<file path="config.mk">
export PLATFORM = sky130hd
export DESIGN_NAME = moesi_ctrl
export DESIGN_NICKNAME = d
export VERILOG_FILES = /design/src/rtl/moesi_pkg.sv /design/src/rtl/moesi_line_table.sv /design/src/rtl/moesi_snoop_unit.sv /design/src/rtl/moesi_core_fsm.sv /design/src/rtl/moesi_ctrl.sv
export SDC_FILE = /design/constraint.sdc
export NUM_CORES = 1
export LEC_CHECK = 0
export ABC_AREA = 1
export CAP_MARGIN = 20
export CORE_ASPECT_RATIO = 0.9
export CORE_UTILIZATION = 25
export DETAILED_ROUTE_END_ITERATION = 7
export HOLD_SLACK_MARGIN = 0.15
export PLACE_DENSITY_LB_ADDON = 0.12
export SLEW_MARGIN = 20
export SYNTH_ARGS = -nofsm -noshare
export SYNTH_HDL_FRONTEND = slang
export SYNTH_SLANG_ARGS = --single-unit
</file>
<file path="constraint.sdc">
create_clock -name clk -period 3 [get_ports clk]
set_clock_uncertainty 0.1 [all_clocks]
set_input_delay 0.6 -clock clk [delete_from_list [all_inputs] [get_ports clk]]
set_output_delay 0.6 -clock clk [all_outputs]
set_load 0.01 [all_outputs]
</file>
<file path="src/rtl/moesi_pkg.sv">
package moesi_pkg;
  typedef enum logic [2:0] {ST_I, ST_S, ST_E, ST_O, ST_M} line_st_t;
  typedef enum logic [1:0] {CMD_RD = 2'd0, CMD_RDX = 2'd1, CMD_UPG = 2'd2, CMD_WB = 2'd3} bus_cmd_t;

  function automatic logic is_dirty(line_st_t s);
    return (s == ST_M) || (s == ST_O);
  endfunction
endpackage

</file>
<file path="src/rtl/moesi_line_table.sv">
module moesi_line_table
  import moesi_pkg::*;
#(
  parameter int SETS  = 8,
  parameter int TAG_W = 13,
  localparam int IDX_W = $clog2(SETS)
) (
  input  logic             clk,
  input  logic             rst_n,
  input  logic             we,
  input  logic [IDX_W-1:0] widx,
  input  line_st_t         wst,
  input  logic [TAG_W-1:0] wtag,
  input  logic [IDX_W-1:0] ridx_a,
  output line_st_t         rst_a,
  output logic [TAG_W-1:0] rtag_a,
  input  logic [IDX_W-1:0] ridx_b,
  output line_st_t         rst_b,
  output logic [TAG_W-1:0] rtag_b
);
  line_st_t         st_vec  [SETS];
  logic [TAG_W-1:0] tag_vec [SETS];

  for (genvar g = 0; g < SETS; g++) begin : g_set
    line_st_t         st_q;
    logic [TAG_W-1:0] tag_q;
    always_ff @(posedge clk) begin
      if (!rst_n) begin
        st_q  <= ST_I;
        tag_q <= '0;
      end else if (we && (widx == IDX_W'(g))) begin
        st_q  <= wst;
        tag_q <= wtag;
      end
    end
    assign st_vec[g]  = st_q;
    assign tag_vec[g] = tag_q;
  end

  assign rst_a  = st_vec[ridx_a];
  assign rtag_a = tag_vec[ridx_a];
  assign rst_b  = st_vec[ridx_b];
  assign rtag_b = tag_vec[ridx_b];
endmodule

</file>
<file path="src/rtl/moesi_snoop_unit.sv">
module moesi_snoop_unit
  import moesi_pkg::*;
#(
  parameter int TAG_W = 13
) (
  input  logic             clk,
  input  logic             rst_n,
  input  logic             snp_valid,
  input  bus_cmd_t         snp_cmd,
  input  logic [TAG_W-1:0] snp_tag,
  input  line_st_t         line_st,
  input  logic [TAG_W-1:0] line_tag,
  output logic             upd_en,
  output line_st_t         upd_st,
  output logic             snp_shared,
  output logic             snp_intervene
);
  logic hit, shared_d, int_d;

  always_comb begin
    hit      = snp_valid && (line_st != ST_I) && (line_tag == snp_tag);
    upd_st   = line_st;
    shared_d = 1'b0;
    int_d    = 1'b0;
    if (hit) begin
      unique case (snp_cmd)
        CMD_RD: begin
          shared_d = 1'b1;
          int_d    = is_dirty(line_st);
          if (line_st == ST_M) upd_st = ST_O;
          else if (line_st == ST_E) upd_st = ST_S;
        end
        CMD_RDX: begin
          int_d  = is_dirty(line_st);
          upd_st = ST_I;
        end
        CMD_UPG: upd_st = ST_I;
        default: upd_st = line_st;
      endcase
    end
    upd_en = hit && (upd_st != line_st);
  end

  always_ff @(posedge clk) begin
    if (!rst_n) begin
      snp_shared    <= 1'b0;
      snp_intervene <= 1'b0;
    end else begin
      snp_shared    <= shared_d;
      snp_intervene <= int_d;
    end
  end
endmodule

</file>
<file path="src/rtl/moesi_core_fsm.sv">
module moesi_core_fsm
  import moesi_pkg::*;
#(
  parameter int IDX_W = 3,
  parameter int TAG_W = 13
) (
  input  logic             clk,
  input  logic             rst_n,
  input  logic             core_req_valid,
  input  logic             core_req_write,
  input  logic [IDX_W-1:0] core_req_idx,
  input  logic [TAG_W-1:0] core_req_tag,
  output logic             core_req_ready,
  output logic             core_done,
  input  logic             snp_valid,
  input  logic             bus_gnt,
  input  logic             bus_shared_in,
  output logic             bus_req_valid,
  output bus_cmd_t         bus_req_cmd,
  output logic [IDX_W-1:0] bus_req_idx,
  output logic [TAG_W-1:0] bus_req_tag,
  output logic [IDX_W-1:0] lk_idx,
  input  line_st_t         lk_st,
  input  logic [TAG_W-1:0] lk_tag,
  output logic             wr_en,
  output line_st_t         wr_st,
  output logic [TAG_W-1:0] wr_tag
);
  typedef enum logic [1:0] {PH_IDLE, PH_EVICT, PH_FILL} phase_t;

  phase_t           ph_q, ph_d;
  logic [IDX_W-1:0] r_idx;
  logic [TAG_W-1:0] r_tag;
  logic             r_wr;
  logic             done_d, accept, tag_hit, granted;
  logic [TAG_W-1:0] cur_tag;

  always_comb begin
    core_req_ready = (ph_q == PH_IDLE) && !snp_valid;
    accept         = core_req_valid && core_req_ready;
    granted        = bus_gnt && !snp_valid;
    lk_idx         = (ph_q == PH_IDLE) ? core_req_idx : r_idx;
    cur_tag        = (ph_q == PH_IDLE) ? core_req_tag : r_tag;
    tag_hit        = (lk_st != ST_I) && (lk_tag == cur_tag);
    bus_req_valid  = 1'b0;
    bus_req_cmd    = CMD_RD;
    bus_req_idx    = r_idx;
    bus_req_tag    = r_tag;
    wr_en          = 1'b0;
    wr_st          = lk_st;
    wr_tag         = lk_tag;
    ph_d           = ph_q;
    done_d         = 1'b0;
    unique case (ph_q)
      PH_IDLE: begin
        if (accept) begin
          if (!core_req_write && tag_hit) begin
            done_d = 1'b1;
          end else if (core_req_write && tag_hit && (lk_st == ST_M || lk_st == ST_E)) begin
            done_d = 1'b1;
            if (lk_st == ST_E) begin
              wr_en = 1'b1;
              wr_st = ST_M;
            end
          end else if (!tag_hit && is_dirty(lk_st)) begin
            ph_d = PH_EVICT;
          end else begin
            ph_d = PH_FILL;
          end
        end
      end
      PH_EVICT: begin
        if (is_dirty(lk_st)) begin
          bus_req_valid = 1'b1;
          bus_req_cmd   = CMD_WB;
          bus_req_tag   = lk_tag;
          if (granted) begin
            wr_en = 1'b1;
            wr_st = ST_I;
            ph_d  = PH_FILL;
          end
        end else begin
          ph_d = PH_FILL;
        end
      end
      default: begin
        bus_req_valid = 1'b1;
        if (!r_wr) bus_req_cmd = CMD_RD;
        else if (tag_hit && (lk_st == ST_S || lk_st == ST_O)) bus_req_cmd = CMD_UPG;
        else bus_req_cmd = CMD_RDX;
        if (granted) begin
          wr_en  = 1'b1;
          wr_tag = r_tag;
          wr_st  = r_wr ? ST_M : (bus_shared_in ? ST_S : ST_E);
          ph_d   = PH_IDLE;
          done_d = 1'b1;
        end
      end
    endcase
  end

  always_ff @(posedge clk) begin
    if (!rst_n) begin
      ph_q      <= PH_IDLE;
      r_idx     <= '0;
      r_tag     <= '0;
      r_wr      <= 1'b0;
      core_done <= 1'b0;
    end else begin
      ph_q      <= ph_d;
      core_done <= done_d;
      if (accept) begin
        r_idx <= core_req_idx;
        r_tag <= core_req_tag;
        r_wr  <= core_req_write;
      end
    end
  end
endmodule

</file>
<file path="src/rtl/moesi_ctrl.sv">
module moesi_ctrl
  import moesi_pkg::*;
#(
  parameter int ADDR_W = 16,
  parameter int SETS   = 8,
  localparam int IDX_W = $clog2(SETS),
  localparam int TAG_W = ADDR_W - IDX_W
) (
  input  logic              clk,
  input  logic              rst_n,
  input  logic              core_req_valid,
  output logic              core_req_ready,
  input  logic              core_req_write,
  input  logic [ADDR_W-1:0] core_req_addr,
  output logic              core_done,
  output logic              bus_req_valid,
  output logic [1:0]        bus_req_cmd,
  output logic [ADDR_W-1:0] bus_req_addr,
  input  logic              bus_gnt,
  input  logic              bus_shared_in,
  input  logic              snp_valid,
  input  logic [1:0]        snp_cmd,
  input  logic [ADDR_W-1:0] snp_addr,
  output logic              snp_shared,
  output logic              snp_intervene
);
  logic [IDX_W-1:0] lk_idx, b_idx;
  logic [TAG_W-1:0] lk_tag, sn_tag, b_tag, f_wtag;
  line_st_t         lk_st, sn_st, f_wst, s_ust;
  bus_cmd_t         f_cmd;
  logic             f_we, s_upd;

  moesi_line_table #(.SETS(SETS), .TAG_W(TAG_W)) u_table (
    .clk    (clk),
    .rst_n  (rst_n),
    .we     (s_upd || f_we),
    .widx   (s_upd ? snp_addr[IDX_W-1:0] : lk_idx),
    .wst    (s_upd ? s_ust : f_wst),
    .wtag   (s_upd ? sn_tag : f_wtag),
    .ridx_a (lk_idx),
    .rst_a  (lk_st),
    .rtag_a (lk_tag),
    .ridx_b (snp_addr[IDX_W-1:0]),
    .rst_b  (sn_st),
    .rtag_b (sn_tag)
  );

  moesi_snoop_unit #(.TAG_W(TAG_W)) u_snoop (
    .clk           (clk),
    .rst_n         (rst_n),
    .snp_valid     (snp_valid),
    .snp_cmd       (bus_cmd_t'(snp_cmd)),
    .snp_tag       (snp_addr[ADDR_W-1:IDX_W]),
    .line_st       (sn_st),
    .line_tag      (sn_tag),
    .upd_en        (s_upd),
    .upd_st        (s_ust),
    .snp_shared    (snp_shared),
    .snp_intervene (snp_intervene)
  );

  moesi_core_fsm #(.IDX_W(IDX_W), .TAG_W(TAG_W)) u_fsm (
    .clk            (clk),
    .rst_n          (rst_n),
    .core_req_valid (core_req_valid),
    .core_req_write (core_req_write),
    .core_req_idx   (core_req_addr[IDX_W-1:0]),
    .core_req_tag   (core_req_addr[ADDR_W-1:IDX_W]),
    .core_req_ready (core_req_ready),
    .core_done      (core_done),
    .snp_valid      (snp_valid),
    .bus_gnt        (bus_gnt),
    .bus_shared_in  (bus_shared_in),
    .bus_req_valid  (bus_req_valid),
    .bus_req_cmd    (f_cmd),
    .bus_req_idx    (b_idx),
    .bus_req_tag    (b_tag),
    .lk_idx         (lk_idx),
    .lk_st          (lk_st),
    .lk_tag         (lk_tag),
    .wr_en          (f_we),
    .wr_st          (f_wst),
    .wr_tag         (f_wtag)
  );

  assign bus_req_cmd  = f_cmd;
  assign bus_req_addr = {b_tag, b_idx};
endmodule

</file>
; ---- Word level (Yosys, flattened, before mapping)
; Cells that the tools add are included.
[totals]
input_bits = 41
output_inout_bits = 23
elab_cells = 152
reg_bits = 150
[classes]
magnitude_cmp = 2
reduce_logical = 40
muxes = 61
eq_ne = 24
n_bitwise = 2
[ops]
columns = op, count
row1 = 2-to-1 mux 13 bit, 10
row2 = binary-select mux 13 bit (select 3 bit), 2
row3 = 2-to-1 mux 3 bit, 18
row4 = == test 13 bit, 2
row5 = 2-to-1 mux 2 bit, 11
row6 = logical AND 1 bit, 20
row7 = binary-select mux 3 bit (select 3 bit), 2
row8 = "== test 3 x 2 -> 1 bit, second input constant", 6
row9 = "== test 3 bit, second input constant", 6
row10 = case mux 3 bit (2 select lines), 2
row11 = 2-to-1 mux 1 bit, 11
row12 = nonzero test 3 bit, 3
row13 = "greater-or-equal comparator 4 bit, second input constant", 2
row14 = NOT 3 -> 4 bit, 2
row15 = case mux 2 bit (2 select lines), 2
row16 = "== test 3 x 1 -> 1 bit, second input constant", 2
row17 = case mux 1 bit (2 select lines), 3
row18 = OR reduction 2 bit, 3
row19 = logical OR 1 bit, 5
row20 = AND reduction 5 bit, 1
row21 = "== test 2 x 1 -> 1 bit, second input constant", 2
row22 = logical NOT 2 bit, 2
row23 = "!= test 2 bit, second input constant", 2
row24 = logical NOT 1 bit, 3
row25 = other kinds (7), 7

; ---- Depth between registers and ports, before layout
[depth]
depth_word = 16
ltp_mapped = 26
depth_no_buf = 24

; ---- Cells and area by module
; Synthesis repeated with hierarchy kept, for this count alone.
[hier_totals]
hier_cells = 1783
area_unflattened_um2 = 9872.0
[by_module_without_submodules]
columns = mod, area_each_um2, n_inst, seq_area_each_um2, cells_per_inst
row1 = moesi_line_table, 7370.8, 1, 2562.5, 1293
row2 = moesi_core_fsm, 1722.9, 1, 400.4, 315
row3 = moesi_snoop_unit, 536.8, 1, 40.0, 113
row4 = moesi_ctrl, 241.5, 1, 0.0, 62

; ---- Least setup slack after synthesis
; Ideal clock, no wire load.
[synth_timing]
path_type = reg-to-output
startpoint = reg u_fsm.ph_q[1]
endpoint = out bus_req_addr[11]
t_arrival_ns = 2.469
path_buffers = 5
path_stages_with_launch = 21
slack_ns = -0.169
required_time_ns = 2.300
cell_sequence = dfxtp_1 buf_6 nor2_4 buf_6 nand2_2 nand2_2 buf_2 nand2_1 nand3_1 nand2_1 nand2_1 nand2_1 nand2_1 nand2_1 nand2_1 inv_2 nand2_1 clkbuf_1 clkbuf_1 nor2_1 a21oi_1
[synth_via]
elab_chain_len = 10
elab_cells_between_ends = 15
cone_classes = eq/ne: 3 / mux: 9 / bitwise: 1 / reduce/logical: 2
[synth_rtl]
columns = element, line
row1 = "start, declared", moesi_core_fsm.sv:31  ; phase_t ph_q, ph_d;
row2 = "start signal, assigned", moesi_core_fsm.sv:110  ; ph_q <= ph_d;
row3 = logical NOT 2 bit, moesi_core_fsm.sv:42  ; lk_idx = (ph_q == PH_IDLE) ? core_req_idx : r_idx;
row4 = 2-to-1 mux 3 bit, moesi_core_fsm.sv:42
row5 = NOT 3 -> 4 bit (not written as such), "moesi_line_table.sv:40, moesi_line_table.sv:41"
row6 = binary-select mux 3 bit (select 3 bit), moesi_line_table.sv:40  ; assign rst_a = st_vec[ridx_a];
row7 = 2-to-1 mux 3 bit (not written as such) (2 in a row), moesi_line_table.sv:40
row8 = == test 3 bit / == test 3 x 2 -> 1 bit (equally long branches), moesi_pkg.sv:6  ; return (s == ST_M) || (s == ST_O);
row9 = logical OR 1 bit, moesi_pkg.sv:6
row10 = 2-to-1 mux 13 bit, moesi_core_fsm.sv:73  ; if (is_dirty(lk_st)) begin
row11 = 2-to-1 mux 13 bit *, moesi_core_fsm.sv:54  ; unique case (ph_q)
row12 = "end, declared", moesi_ctrl.sv:18  ; output logic [ADDR_W-1:0] bus_req_addr,
; Mark *: on every way between the ends. The rest lies on a longest branch, timed or not. The select of a mux whose other input is x is not followed.

; ---- Final worst setup path
[layout_timing]
startpoint = reg u_fsm.ph_q[1]
endpoint = out bus_req_cmd[1]
[layout_via]
elab_chain_len = 12
elab_cells_between_ends = 24
cone_classes = eq/ne: 5 / mux: 12 / bitwise: 1 / reduce/logical: 6
[layout_rtl]
columns = element, line
row1 = logical NOT 2 bit, "moesi_core_fsm.sv:42, moesi_core_fsm.sv:43, moesi_core_fsm.sv:54"
row2 = 2-to-1 mux 3 bit, moesi_core_fsm.sv:42
row3 = NOT 3 -> 4 bit (not written as such), "moesi_line_table.sv:40, moesi_line_table.sv:41"
row4 = binary-select mux 13 bit (select 3 bit) / binary-select mux 3 bit (select 3 bit) (equally long branches), "moesi_line_table.sv:41, moesi_line_table.sv:40"
row5 = 2-to-1 mux 13 bit (not written as such) / 2-to-1 mux 3 bit (equally long branches) (2 in a row), "moesi_line_table.sv:41, moesi_line_table.sv:40"
row6 = == test 13 bit (tied with other cells), moesi_core_fsm.sv:44  ; tag_hit = (lk_st != ST_I) && (lk_tag == cur_tag);
row7 = logical AND 1 bit / logical OR 1 bit (equally long branches), "moesi_core_fsm.sv:44, moesi_core_fsm.sv:89"
row8 = logical AND 1 bit, moesi_core_fsm.sv:89  ; else if (tag_hit && (lk_st == ST_S || lk_st == ST_O)) bus_req_cmd = CMD_UPG;
row9 = 2-to-1 mux 2 bit, moesi_core_fsm.sv:89
row10 = 2-to-1 mux 2 bit, moesi_core_fsm.sv:88  ; if (!r_wr) bus_req_cmd = CMD_RD;
row11 = case mux 2 bit (2 select lines) *, moesi_core_fsm.sv:54
row12 = "end, declared", moesi_ctrl.sv:17  ; output logic [1:0] bus_req_cmd,
; Marks and branches as above.

==> Flow_metrics.wiki <==
{| class="wikitable"
! Metric !! Value
|-
| Area Overhead vs Synth || 63.30%
|-
| Hold path depth || 2
|-
| Total gr overflow || 0
|-
| CTS Buffer Depth || 2
|-
| Distinct cell type count after synthesis || 39
|-
| Hold Worst Slack || 0.3772 ns
|-
| Xor/xnor share of the synthesized area || 0
|-
| X dimension of the die || 219.5 µm
|-
| Total wirelength of the detailed-routed design || around 60 mm
|-
| Number of vias per cell || 4.858
|-
| Setup CP Type || reg -> out
|-
| Part of the cycle the worst path needs || 1.275
|-
| Worst setup SP type || register
|-
| Starting density of the core || 0.2543
|-
| Number of warnings printed during yosys synthesis || 0
|-
| Worst hold path startpoint || u_table.g_set[1].tag_q[10]
|-
| Via count of the first global-routing pass || 13.13k
|-
| Yosys reg bits || 150
|-
| CTS sink cnt || 150
|-
| Transition time at the pin with the least slew margin || 0.9016 ns
|-
| Synthesized-area fraction occupied by ao, oa, aoi and oai cells || 0.06514
|-
| Worst path max stage delay || 0.37 ns
|-
| Simple logic cell fraction of the synthesized area || 0.5393
|-
| Core Region || roughly 42000 µm²
|-
| Final Slew Violations || 0
|-
| Leakage power figure || 7.910 nW
|-
| Number of cells on the worst reg-to-reg path || 26
|-
| Count of nets left with antenna violations after detail routing || 0
|-
| Sum of net half-perimeters after detailed placement || roughly 37 mm
|-
| Die area || between 40000 and 50000 µm²
|-
| Adder and majority gate portion of the synthesized area || 0
|-
| Syn avg cell area || 5.642 µm²
|-
| Max_slew headroom || 0.3926
|-
| R2r startpoint || u_fsm.ph_q[1]
|-
| Setup repair after global routing missed its margin || yes
|-
| Drc violations || 0
|-
| Run status || finished, violations left
|-
| Dominant combinational cell family by area after synthesis || simple AND/OR/NAND/NOR gates
|-
| Number of enable-type register cells in the synthesized netlist || 0
|-
| Synth Net Count || 1927
|-
| Critical path data arrival time || 3.12 ns
|-
| End point of the worst hold path || u_table.g_set[1].tag_q[10]
|-
| Depth of the CTS H-tree || 4
|-
| Post-DR wirelength/cell || 20.94 µm
|-
| Total vias in the final route || 13.89k
|-
| Number of input and output port buffers inserted || 63
|-
| Kind of capture point of the worst setup path || output pin
|-
| Combined area of all synthesized cells || 10640 µm²
|-
| Mux cell area share after synthesis || 0
|-
| First-pass detailed-route iteration total || 6
|-
| Post-layout minimum cycle time || 3.825 ns
|-
| Top Ports || 64
|-
| Total track usage || 0.2651
|-
| Top achievable clock speed || 261.4 MHz
|-
| Least setup slack across all paths after layout || -0.8249 ns
|-
| Initial antenna violation count || 0
|-
| CTS clock-pin slew for the worst setup and hold paths || around 0.08 ns
|-
| Final Wtd Congestion || 0.9718
|-
| Vert. Die Dim || 197.7 µm
|-
| Global-route wire length before repair || about 84 mm
|-
| Final setup violation count || 147
|-
| Destination of the worst register-to-register timing path || u_table.g_set[5].tag_q[10]
|-
| Total number of nets in the final design || 2338
|-
| Type of the tightest min-delay check || reg -> reg
|-
| Chain of cells forming the critical path || nor2_4 > nand2_2 > o21ai_4 > inv_4 > buf_12 > buf_12 > o211ai_1 > nand3_2 > nand2_4 > nand2_2 > nand2_2 > nand2_2 > nor2_4 > nand2_2 > inv_2 > nand3_4 > o31ai_2 > buf_2
|-
| Inserted Clock Buffers || 17
|-
| Ys flop type || dfxtp_1
|-
| Skew-Pair Late Insertion Delay || 0.47 ns
|-
| Maximum fanout along the worst path || 10
|-
| Cell count after synthesis || between 1.5k and 2k
|-
| Fraction of final layout cells with drive strength greater than 1 || 0.2996
|-
| Maximum number of pins on one net before global-route repair || 83
|-
| Rows || 71
|-
| Area after detailed placement || 14260 µm²
|-
| Crit path max-delay cell type || dfxtp_4
|-
| Cell area after layout || around 17000 µm²
|-
| Proportion of synthesized flip-flops having asynchronous set or reset || 0
|-
| Pwr/cell area || 751.6 nW/µm²
|-
| Clock tree from TritonCTS || done
|-
| Drt initial violations || 1344
|-
| Post-synthesis sequential area ratio || 0.2822
|-
| Failing checks || negative setup slack
|-
| Number of failing hold endpoints at the final stage || 0
|-
| Register-to-register setup slack || -0.79 ns
|-
| Max Cap Violations || 0
|-
| Required arrival time at the worst endpoint || 2.30 ns
|-
| Worst path most repeated cell || nand2_2
|-
| CTS root buffer || clkbuf_16
|-
| Maximum ir drop on the vdd rail || a little under 500 µV
|}
registers in the layout, summed over array words and instances, names as in the netlist:
signal and flops:
u_fsm.r_tag 13, u_snoop.snp_intervene 1, u_table.g_set.st_q 24, u_fsm.core_done 1, u_fsm.bus_req_idx 3, u_snoop.snp_shared 1
u_fsm.r_wr 1, u_table.g_set.tag_q 104, u_fsm.ph_q 2
routing by layer:
metal	share of wire	up-vias	GRT usage
met5	0.0018	-	0
met4	0.026	2	0.07073
met3	0.077	78	0.05084
met2	0.44	540	0.4171
met1	0.46	6505	0.3665
li1	-	6760	-
stage by stage:
step | setup WS (ns) | setup TNS, ns | std cells | power (mW) | utilization
after floorplan | -0.02850 | -1.769 | 1886 | 5.045 | -
after global placement | -1.514 | -196.49 | 2711 | 8.162 | 0.3407
after detailed placement | -1.553 | -199.14 | 2711 | 8.118 | 0.3407
after CTS | -0.8375 | -95.57 | 2809 | 11.97 | 0.3890
after global routing | -0.9573 | -123.97 | 2857 | 13.57 | 0.4153
final | -0.8249 | -101.63 | 2858 | 13.06 | 0.4153
worst max-delay path, delay by kind of cell, from the launching register on:
family | cells | cell delay, ns
compound gates | 3 | 0.42
buf+inv | 5 | 0.64
flops | 1 | 0.37
simple gates | 10 | 1.20
repair_timing:
item	in CTS	in global routing
endpoints found under the setup margin	147	147
pin swaps	60	56
hold buffers	0	0
cloned	17	13
buffers inserted	49	38
gates resized for setup	196	103
area by class of cell:
type                       instances  area [µm²]
antenna                            1       2.502
clock buffer                      18       439.2
clock inverter                    14       195.2
fill                            4382       24460
inverter                         147       561.8
multi-input combinational       1481        7167
sequential                       150        3010
tap                              547       684.4
timing repair buffer             500        5318
kinds of logic after synthesis:
family / after synthesis
AND/OR/NAND/NOR: 1355
buffers and inverters: 255
flip-flops: 150
AO/OA/AOI/OAI: 126
worst max-delay path by stage:
stage	start	to	slack (ns)	cells after the start
after global routing	u_fsm.ph_q[1]	bus_req_cmd[1]	-0.96	19
after detailed placement	core_req_addr[0]	bus_req_cmd[1]	-1.55	17
after global placement	core_req_addr[0]	bus_req_cmd[1]	-1.51	17
after CTS	u_fsm.ph_q[0]	bus_req_cmd[1]	-0.84	19
final	u_fsm.ph_q[1]	bus_req_cmd[1]	-0.82	18
after floorplan	snp_addr[0]	u_table.g_set[6].tag_q[4]	-0.03	24
Yosys cell counts, drive strengths merged, types with 2 or more instances:
library cell	n	area, µm²
or2	4	25.02
inv	146	550.5
o21ai	75	397.9
nand3	286	1464
nand3b	20	150.1
a31oi	2	12.51
nand2	678	2585
nor2	352	1416
clkbuf	21	78.83
a21oi	35	175.2
nand4	8	56.30
dfxtp	150	3003
buf	87	573.1
nor3	5	30.03
o211ai	9	67.56
layout by cell type, fill, tap and decap left out, types with 10 or more instances in the layout:
| cell type | n |
|---|---|
| nor2_1 | 317 |
| buf_6 | 30 |
| nand2_2 | 55 |
| nand2_4 | 14 |
| buf_12 | 60 |
| buf_4 | 318 |
| o21ai_2 | 16 |
| dfxtp_1 | 148 |
| nand3_2 | 39 |
| a21oi_1 | 26 |
| clkdlybuf4s50_1 | 42 |
| nand3_1 | 240 |
| clkbuf_16 | 30 |
| inv_1 | 133 |
| nand2_1 | 606 |
| inv_2 | 10 |
| nor2_2 | 14 |
| nand3b_1 | 20 |
| o21ai_0 | 51 |
| buf_2 | 13 |
| nor2_4 | 21 |
| buf_16 | 18 |
report_power, final:
group	internal, mW	leakage [nW]	switching, mW
combinational	3.64	6.40	4.77
sequential	2.09	1.21	0.0579
clock	1.42	0.300	1.08
total	7.15	7.91	5.91
Note: power is estimated with default switching activity, not from simulation.
